$ cat config.mk
export PLATFORM = sky130hd
export DESIGN_NAME = irq_dest_mask_gen
export DESIGN_NICKNAME = d
export VERILOG_FILES = /design/src/rtl/irq_dest_pkg.sv /design/src/rtl/irq_dest_req_reg.sv /design/src/rtl/irq_dest_match.sv /design/src/rtl/irq_lowest_pick.sv /design/src/rtl/irq_dest_mask_gen.sv
export SDC_FILE = /design/constraint.sdc
export NUM_CORES = 1
export LEC_CHECK = 0
export BUFFER_PORTS_ARGS = -buffer_cell sky130_fd_sc_hd__clkbuf_2
export CAP_MARGIN = 20
export CORE_ASPECT_RATIO = 1.75
export CORE_MARGIN = 5
export CORE_UTILIZATION = 35
export DETAILED_ROUTE_END_ITERATION = 16
export PLACE_DENSITY = 0.72
export SLEW_MARGIN = 0
export SYNTH_ARGS = -nofsm -noshare
export SYNTH_HDL_FRONTEND = slang
export SYNTH_SLANG_ARGS = --single-unit
$ cat constraint.sdc
create_clock -name clk -period 5.5 [get_ports clk]
set_input_delay 0.825 -clock clk [delete_from_list [all_inputs] [get_ports clk]]
set_output_delay 0.825 -clock clk [all_outputs]
set_load 0.05 [all_outputs]
$ cat src/rtl/irq_dest_pkg.sv
// Package: irq_dest_pkg
// Shared constants and types for the interrupt destination mask generator.
// Command-word field positions are fixed because the sender's command
// format is decoded by several blocks; keep them in step with that format.
package irq_dest_pkg;

    localparam int ID_W        = 8;
    localparam int FMT_W       = 4;
    localparam int CMD_W       = 32;

    // Command-word field positions
    localparam int SH_LSB      = 18;
    localparam int MODE_BIT    = 11;
    localparam int DLV_LSB     = 8;

    localparam logic [ID_W-1:0]  BCAST_ID    = 8'hFF;
    localparam logic [FMT_W-1:0] FMT_FLAT    = 4'hF;
    localparam logic [FMT_W-1:0] FMT_CLUSTER = 4'h0;
    localparam logic [2:0]       DLV_LOWEST  = 3'b001;

    typedef enum logic [1:0] {
        SH_ADDRESSED = 2'd0,
        SH_SELF      = 2'd1,
        SH_EVERYONE  = 2'd2,
        SH_OTHERS    = 2'd3
    } shorthand_e;

    typedef struct packed {
        shorthand_e       shorthand;
        logic             logical;
        logic             lowest;
        logic [ID_W-1:0]  dest;
    } dest_req_t;

endpackage

$ cat src/rtl/irq_dest_req_reg.sv
// Module: irq_dest_req_reg
// Samples the sender's request on the strobe and holds the decoded fields
// until the next strobe. Also produces the one-cycle valid flag.
// Assumes: req_valid is a single-cycle pulse per request; synchronous
// active-low reset.
module irq_dest_req_reg
    import irq_dest_pkg::*;
#(
    parameter int SEL_W = 3
) (
    input  logic                 clk,
    input  logic                 rst_n,
    input  logic                 req_valid,
    input  logic [CMD_W-1:0]     req_cmd,
    input  logic [ID_W-1:0]      req_dest,
    input  logic [SEL_W-1:0]     req_sender,
    output dest_req_t            held_req,
    output logic [SEL_W-1:0]     held_sender,
    output logic                 held_valid
);

    dest_req_t next_req;

    // Bits of the command word that play no part in target selection
    logic cmd_unused;
    assign cmd_unused = ^{req_cmd[CMD_W-1:SH_LSB+2],
                          req_cmd[SH_LSB-1:MODE_BIT+1],
                          req_cmd[DLV_LSB-1:0]};

    // Decode the command word into the held request fields
    always_comb begin
        next_req.shorthand = shorthand_e'(req_cmd[SH_LSB+1:SH_LSB]);
        next_req.logical   = req_cmd[MODE_BIT];
        next_req.lowest    = (req_cmd[DLV_LSB+2:DLV_LSB] == DLV_LOWEST);
        next_req.dest      = req_dest;
    end

    // Capture the request fields on the strobe
    always_ff @(posedge clk) begin
        if (!rst_n) begin
            held_req    <= '0;
            held_sender <= '0;
        end else if (req_valid) begin
            held_req    <= next_req;
            held_sender <= req_sender;
        end
    end

    // Valid follows the strobe by one cycle
    always_ff @(posedge clk) begin
        if (!rst_n) begin
            held_valid <= 1'b0;
        end else begin
            held_valid <= req_valid;
        end
    end

endmodule

$ cat src/rtl/irq_dest_match.sv
// Module: irq_dest_match
// Match logic for one controller. Compares the destination byte against
// that controller's physical ID and against its logical byte, using the
// controller's format nibble.
// Assumes: the configuration is stable while a request is held.
module irq_dest_match
    import irq_dest_pkg::*;
(
    input  logic [ID_W-1:0]  dest,
    input  logic [ID_W-1:0]  ctl_phys_id,
    input  logic [ID_W-1:0]  ctl_log_dest,
    input  logic [FMT_W-1:0] ctl_fmt,
    output logic             phys_hit,
    output logic             log_hit
);

    localparam int NIB = ID_W / 2;

    logic flat_hit;
    logic cluster_hit;

    // Physical comparison against the controller ID
    always_comb begin
        phys_hit = (dest == ctl_phys_id);
    end

    // Logical comparison under the flat and the cluster model
    always_comb begin
        flat_hit    = |(dest & ctl_log_dest);
        cluster_hit = (dest[ID_W-1:NIB] == ctl_log_dest[ID_W-1:NIB]) &&
                      (|(dest[NIB-1:0] & ctl_log_dest[NIB-1:0]));
    end

    // Choose the logical result by format; unknown formats never match
    always_comb begin
        unique case (ctl_fmt)
            FMT_FLAT:    log_hit = flat_hit;
            FMT_CLUSTER: log_hit = cluster_hit;
            default:     log_hit = 1'b0;
        endcase
    end

endmodule

$ cat src/rtl/irq_lowest_pick.sv
// Module: irq_lowest_pick
// Keeps only the lowest-numbered set bit of a vector; a zero vector stays
// zero. Pure combinational, built from a two's-complement isolate.
module irq_lowest_pick #(
    parameter int W = 8
) (
    input  logic [W-1:0] vec_i,
    output logic [W-1:0] vec_o
);

    localparam logic [W-1:0] ONE = {{(W-1){1'b0}}, 1'b1};

    // Isolate the least significant set bit
    always_comb begin
        vec_o = vec_i & ((~vec_i) + ONE);
    end

endmodule

$ cat src/rtl/irq_dest_mask_gen.sv
// Module: irq_dest_mask_gen (top)
// Turns a held interrupt request into a per-controller target mask. The
// shorthand, physical or logical matching, and lowest-priority reduction
// are all applied here. The mask is valid one cycle after the strobe.
// Assumes: N_CTRL is between 2 and 256, configuration vectors are stable
// while a request is in flight, and req_sender < N_CTRL.
module irq_dest_mask_gen
    import irq_dest_pkg::*;
#(
    parameter int N_CTRL = 8,
    parameter int SEL_W  = (N_CTRL > 1) ? $clog2(N_CTRL) : 1
) (
    input  logic                      clk,
    input  logic                      rst_n,
    input  logic                      req_valid,
    input  logic [CMD_W-1:0]          req_cmd,
    input  logic [ID_W-1:0]           req_dest,
    input  logic [SEL_W-1:0]          req_sender,
    input  logic [N_CTRL*ID_W-1:0]    cfg_phys_id,
    input  logic [N_CTRL*ID_W-1:0]    cfg_log_dest,
    input  logic [N_CTRL*FMT_W-1:0]   cfg_fmt,
    output logic                      mask_valid,
    output logic [N_CTRL-1:0]         mask
);

    dest_req_t           held_req;
    logic [SEL_W-1:0]    held_sender;
    logic                held_valid;

    logic [N_CTRL-1:0]   phys_hits;
    logic [N_CTRL-1:0]   phys_first;
    logic [N_CTRL-1:0]   log_hits;
    logic [N_CTRL-1:0]   self_vec;
    logic [N_CTRL-1:0]   phys_vec;
    logic [N_CTRL-1:0]   addr_vec;
    logic [N_CTRL-1:0]   chosen_vec;
    logic [N_CTRL-1:0]   single_vec;
    logic [N_CTRL-1:0]   final_vec;

    irq_dest_req_reg #(
        .SEL_W (SEL_W)
    ) u_req (
        .clk         (clk),
        .rst_n       (rst_n),
        .req_valid   (req_valid),
        .req_cmd     (req_cmd),
        .req_dest    (req_dest),
        .req_sender  (req_sender),
        .held_req    (held_req),
        .held_sender (held_sender),
        .held_valid  (held_valid)
    );

    // One match slice and one sender-decode bit per controller
    for (genvar i = 0; i < N_CTRL; i++) begin : g_ctl
        irq_dest_match u_match (
            .dest         (held_req.dest),
            .ctl_phys_id  (cfg_phys_id[i*ID_W +: ID_W]),
            .ctl_log_dest (cfg_log_dest[i*ID_W +: ID_W]),
            .ctl_fmt      (cfg_fmt[i*FMT_W +: FMT_W]),
            .phys_hit     (phys_hits[i]),
            .log_hit      (log_hits[i])
        );

        // Decode the sender index to its own bit
        always_comb begin
            self_vec[i] = (held_sender == SEL_W'(i));
        end
    end

    // Duplicate physical IDs resolve to the lowest index
    irq_lowest_pick #(
        .W (N_CTRL)
    ) u_phys_pick (
        .vec_i (phys_hits),
        .vec_o (phys_first)
    );

    // Physical result: broadcast code or the single ID match
    always_comb begin
        phys_vec = (held_req.dest == BCAST_ID) ? {N_CTRL{1'b1}} : phys_first;
    end

    // Addressed result: logical or physical according to the mode bit
    always_comb begin
        addr_vec = held_req.logical ? log_hits : phys_vec;
    end

    // Apply the shorthand
    always_comb begin
        unique case (held_req.shorthand)
            SH_ADDRESSED: chosen_vec = addr_vec;
            SH_SELF:      chosen_vec = self_vec;
            SH_EVERYONE:  chosen_vec = {N_CTRL{1'b1}};
            SH_OTHERS:    chosen_vec = ~self_vec;
            default:      chosen_vec = '0;
        endcase
    end

    // Single-target reduction for lowest-priority delivery
    irq_lowest_pick #(
        .W (N_CTRL)
    ) u_single_pick (
        .vec_i (chosen_vec),
        .vec_o (single_vec)
    );

    // Select reduced or full mask
    always_comb begin
        final_vec = held_req.lowest ? single_vec : chosen_vec;
    end

    // Drive the outputs; the mask is forced to zero when not valid
    always_comb begin
        mask_valid = held_valid;
        mask       = held_valid ? final_vec : '0;
    end

endmodule

# --- Word-level counts from Yosys, hierarchy flattened ---
# Cells that the tools add are included.
word_totals:
  register_bits: 16
  elab_cells: 112
op_classes:
  n_mux: 13
  reduce_logical: 34
  bitwise: 21
  n_eq_ne: 36
  n_addsub: 2
ops:
  columns: ["operator", "count"]
  rows:
  - ["8-bit AND", 10]
  - ["8-bit equality test", 8]
  - ["8-bit OR reduction", 8]
  - ["4-bit AND", 8]
  - ["4-bit equality test", 8]
  - ["4-bit equality test (second input constant)", 8]
  - ["4-bit logical NOT", 8]
  - ["8-bit 2-to-1 mux", 4]
  - ["8-bit case mux with 4 select lines", 1]
  - ["4-bit OR reduction", 8]
  - ["8-bit inverter", 3]
  - ["8-bit by 1-bit adder with 8-bit output (second input constant)", 2]
  - ["1-bit case mux with 2 select lines", 8]
  - ["3-bit equality test (second input constant)", 4]
  - ["8-bit equality test (second input constant)", 1]
  - ["1-bit logical AND", 8]
  - ["3-bit by 1-bit equality test with 1-bit output (second input constant)", 2]
  - ["3-bit by 2-bit equality test with 1-bit output (second input constant)", 2]
  - ["2-bit equality test (second input constant)", 2]
  - ["3-bit logical NOT", 1]
  - ["2-bit by 1-bit equality test with 1-bit output (second input constant)", 1]
  - ["2-bit logical NOT", 1]

# --- Logic depth before layout (Yosys ltp) ---
depth:
  depth_word: 12
  ltp_mapped: 10
  ltp_nobuf: 9

# --- Cells and area by module ---
# From an unflattened synthesis, not the netlist that was laid out.
unflattened:
  hier_cells: 323
  area_unflattened_um2: 2817.7
modules_own_cells:
  columns: ["mod", "cells_per_inst", "n_inst", "area_each_um2"]
  rows:
  - ["irq_dest_match", 24, 8, 195.2]
  - ["irq_dest_req_reg", 51, 1, 620.6]
  - ["irq_dest_mask_gen", 60, 1, 467.9]
  - ["irq_lowest_pick", 10, 2, 83.8]

# --- Worst setup path before layout ---
# Ideal clock, no wire load.
synth_path:
  path_kind: "input to output"
  start: "in cfg_log_dest[13]"
  end: "out mask[5]"
  stages: 8
  t_arrival_ns: 3.446
  slack_ns: 1.229
  required_ns: 4.675
  path_cell_list: "ha_1 > or4_1 > o21ai_1 > a221o_1 > nor3b_1 > and4b_4 > nor2_1 > nor3_1"
synth_between:
  elab_chain_len: 10
synth_rtl:
  columns: ["item", "line_no", "rtl"]
  rows:
  - ["start, declared", "irq_dest_mask_gen.sv:20", "input logic [N_CTRL*ID_W-1:0] cfg_log_dest,"]
  - ["8-bit AND / 4-bit equality test (equally long branches)", "irq_dest_match.sv:29, irq_dest_match.sv:30", null]
  - ["8-bit OR reduction / 1-bit logical AND (equally long branches)", "irq_dest_match.sv:29, irq_dest_match.sv:30", null]
  - ["1-bit case mux with 2 select lines (*)", "irq_dest_match.sv:36", "unique case (ctl_fmt)"]
  - ["8-bit 2-to-1 mux (*)", "irq_dest_mask_gen.sv:86", "addr_vec = held_req.logical ? log_hits : phys_vec;"]
  - ["8-bit case mux with 4 select lines (*)", "irq_dest_mask_gen.sv:91", "unique case (held_req.shorthand)"]
  - ["8-bit inverter (*)", "irq_lowest_pick.sv:15", "vec_o = vec_i & ((~vec_i) + ONE);"]
  - ["8-bit by 1-bit adder with 8-bit output (*)", "irq_lowest_pick.sv:15", null]
  - ["8-bit AND (*)", "irq_lowest_pick.sv:15", null]
  - ["8-bit 2-to-1 mux (*)", "irq_dest_mask_gen.sv:110", "final_vec = held_req.lowest ? single_vec : chosen_vec;"]
  - ["8-bit 2-to-1 mux (*)", "irq_dest_mask_gen.sv:116", "mask = held_valid ? final_vec : '0;"]
  - ["end, declared", "irq_dest_mask_gen.sv:23", "output logic [N_CTRL-1:0] mask"]
# Every way passes the cells marked *; elsewhere a longest branch is shown, timed or not.

# --- Final worst setup path ---
layout_path:
  start: "reg, netlist name u_req.held_req[3]"
  end: "out mask[7]"
layout_between:
  elab_chain_len: 12
layout_rtl:
  columns: ["item", "line_no", "rtl"]
  rows:
  - ["8-bit equality test", "irq_dest_match.sv:24", "phys_hit = (dest == ctl_phys_id);"]
  - ["8-bit inverter", "irq_lowest_pick.sv:15", null]
  - ["8-bit by 1-bit adder with 8-bit output", "irq_lowest_pick.sv:15", null]
  - ["8-bit AND", "irq_lowest_pick.sv:15", null]
  - ["8-bit 2-to-1 mux", "irq_dest_mask_gen.sv:81", "phys_vec = (held_req.dest == BCAST_ID) ? {N_CTRL{1'b1}} : phys_first;"]
  - ["8-bit 2-to-1 mux (*)", "irq_dest_mask_gen.sv:86", null]
  - ["8-bit case mux with 4 select lines (*)", "irq_dest_mask_gen.sv:91", null]
  - ["8-bit inverter", "irq_lowest_pick.sv:15", null]
  - ["8-bit by 1-bit adder with 8-bit output", "irq_lowest_pick.sv:15", null]
  - ["8-bit AND", "irq_lowest_pick.sv:15", null]
  - ["8-bit 2-to-1 mux (*)", "irq_dest_mask_gen.sv:110", null]
  - ["8-bit 2-to-1 mux (*)", "irq_dest_mask_gen.sv:116", null]
# Marked as above.

==> metrics.md <==
| Metric | Value |
|---|---|
| Status | finished clean |
| Synth Flop Type | dfxtp_1 |
| Initial DRC count | 171 |
| Max_cap viols | 0 |
| CTS tree | yes |
| Worst EP arrival | 3.45 ns |
| Synthesis Warnings | 0 |
| Row cnt | 43 |
| Min-delay worst type | flop to flop |
| Number of setup violations in the final report | 0 |
| Core Util, Final | 49.01% |
| RSZ-0062 raised after global routing | false |
| Most common cell after layout, fill and taps aside | clkbuf_2 |
| Final WL | 11.08 mm |
| Starting Density | 35.86% |
| Post-synthesis sequential area ratio | 11.29% |
| CP Max Fanout | 18 |
| Final Hold Fails | 0 |
| Largest net degree at the start of global routing | 19 |
| Die W | 78.05 um |
| Reg clk slew, reported paths | 0.05 ns |
| Cell area after layout | 3876 um^2 |
| Yosys cell types | 53 |
| Tcrit/Tclk final | 77.74% |
| First-pass GRT wire length | 17.35 mm |
| Total Power | 548.3 uW |
| Die area | 10,080 um^2 |
| Via count | 3,283 |
| Setup slack, reg-to-reg | 4.15 ns |
| Worst path slowest cell | dfxtp_1 |
| Antenna diodes | 0 |
| Vias/cell | 5.426 |
| 1st-pass router iterations | 4 |
| P per Cell Area | 141.5 nW/um^2 |
| Min cycle time layout | 4.276 ns |
| Final #Nets | 754 |
| H-tree Lvls | 1 |
| Ratio of cells with drive above 1 in the final layout | 40.97% |
| DP Cell Count | 601 |
| Final slew viol count | 0 |
| Cell Area, Synth | 2836 um^2 |
| Most frequent cells in the layout | clkbuf_2, xor2_1, ha_1 |
| CTS resizes | 0 |
| GRT Overall Usage | 21.36% |
| Post-synth EDFFs | 0 |
| CTS Buf Count | 3 |
| Crit path kind | flop to output port |
| Routed Antenna Nets | 0 |
| Number of global-route vias before repair | 3,527 |
| CP cell instances | xnor2_1, nand4_1, o211ai_1, a221o_1, nor3b_1, and4b_4, a31oi_4, a211oi_2, clkbuf_2 |
| Synth Instances | 338 |
| Clock tree sinks | 16 |
| FMAX | 233.9 MHz |
| # port buffers | 188 |
| # fillers | 772 |
| Residual DRC | 0 |
| Post-synthesis sequential element count | 16 |
| Syn Nets | 576 |
| Ys async rst share | 0% |
| Post-Route Setup TNS | 0 ns |
| DP Wirelength | 9.434 mm |
| Post-Place Cell Area | 3787 um^2 |
| Routed len/inst | 18.31 um |
| Clk_skew | 0 ns |
| Clock Latency Late Sink | 0.24 ns |
| Ports | 215 |
| Root buffer cell | clkbuf_16 |
| Critical path required time | 4.68 ns |
| Deepest clock path buffer count | 2 |
| Rel. slew slack | 31.92% |
| CP Capture Type | output port |
| Setup Buffers After CTS | 0 |
| Max stage delay on crit path | 0.99 ns |
| Initial antenna violation count | 0 |
| Cts hold-fix bufs | 0 |
| Final Instance Count excl. Fillers | 605 |
| Final GP Congestion | 0.9278 |
| Synthesis-to-layout area growth | 36.66% |
| Core ar. | 7909 um^2 |
| Post-Syn Area per Cell | 8.392 um^2 |
| VDD IR max | 0.1110 mV |
| Total grt overflow | 0 |
| Die height | 129.1 um |
| Pleak | 0.001922 uW |
| Worst-margin pin slew | 1.020 ns |
| CP Launch Type | flop |
==> area by class of cell <==
cell class                 count  area, um^2  area share, %
clock buffer                   4       88.84          2.292
multi-input combinational    299        2365          61.01
timing repair buffer         193       978.4          25.24
inverter                       3       11.26         0.2905
sequential                    16       320.3          8.263
tap                           90       112.6          2.905
==> cell usage after synthesis, types with 7 or more instances <==
library cell	n	area (um^2)
a21oi_1	9	45.04
a31oi_1	7	43.79
nand2_1	18	67.56
nor2_1	14	52.55
nor4_1	27	168.9
ha_1	32	400.4
xnor2_1	29	254.0
mux2i_1	14	140.1
nand4_1	14	87.58
dfxtp_1	16	320.3
a22oi_1	14	105.1
buf_6	7	78.83
o21ai_0	9	45.04
xor2_1	41	359.1
nor2b_1	14	87.58
==> worst paths after layout <==
| kind | from | to | cells after the start |
|---|---|---|---|
| worst min-delay path | u_req.held_sender[2]$_SDFFE_PN0P_ | u_req.held_sender[2]$_SDFFE_PN0P_ | 2 |
| worst max-delay path | u_req.held_req[3]$_SDFFE_PN0P_ | mask[7] | 9 |
| worst max register to register | u_req.held_req[3]$_SDFFE_PN0P_ | u_req.held_req[3]$_SDFFE_PN0P_ | 2 |
| worst min register to register | u_req.held_sender[2]$_SDFFE_PN0P_ | u_req.held_sender[2]$_SDFFE_PN0P_ | 2 |
==> layer usage <==
metal	wire length, um	track usage, %	part of all wire, %	up-vias
met2	6094	41.70	55	152
met3	817	3.338	7.4	28
met1	3834	22.46	35	1478
li1	-	-	-	1625
met4	333	7.363	3.0	0
met5	0	0	0	-
==> worst max-delay path: cells and delay by family (launching register included) <==
kind	cells	cell delay, ns
XOR/XNOR	1	0.21
AO/OA/AOI/OAI	4	0.86
buffers and inverters	1	0.30
AND/OR/NAND/NOR	3	0.85
flip-flops	1	0.99
==> flip-flops by register name, indices dropped and copies added, names as in the netlist <==
| signal | cells |
|---|---|
| u_req.held_sender | 3 |
| u_req.held_req | 12 |
| u_req.held_valid | 1 |
==> cells by family after synthesis <==
| logic type | after synthesis | synth area share [%] |
|---|---|---|
| flops | 16 | 11.29 |
| buf+inv | 23 | 5.338 |
| fa+ha+maj | 32 | 14.12 |
| compound gates | 62 | 16.28 |
| mux | 14 | 4.940 |
| xor+xnor | 72 | 22.76 |
| simple gates | 119 | 25.28 |
==> report_power, final <==
group | internal [uW] | leakage (uW) | switching [uW]
Combinational | 124 | 0.00175 | 122
Sequential | 123 | 0.000132 | 27.1
Clock | 110 | 0.0000442 | 42.6
Total | 357 | 0.00192 | 192
==> metrics by stage <==
stage / hold WS (ns) / setup slack, ns
floorplan: 0.5474 / 1.229
global placement: 0.5814 / 1.423
detailed placement: 0.6153 / 1.351
CTS: 0.6256 / 1.169
global route: 0.6712 / 0.9657
finish: 0.6229 / 1.224
No activity file was read; power rests on OpenSTA's default activity.
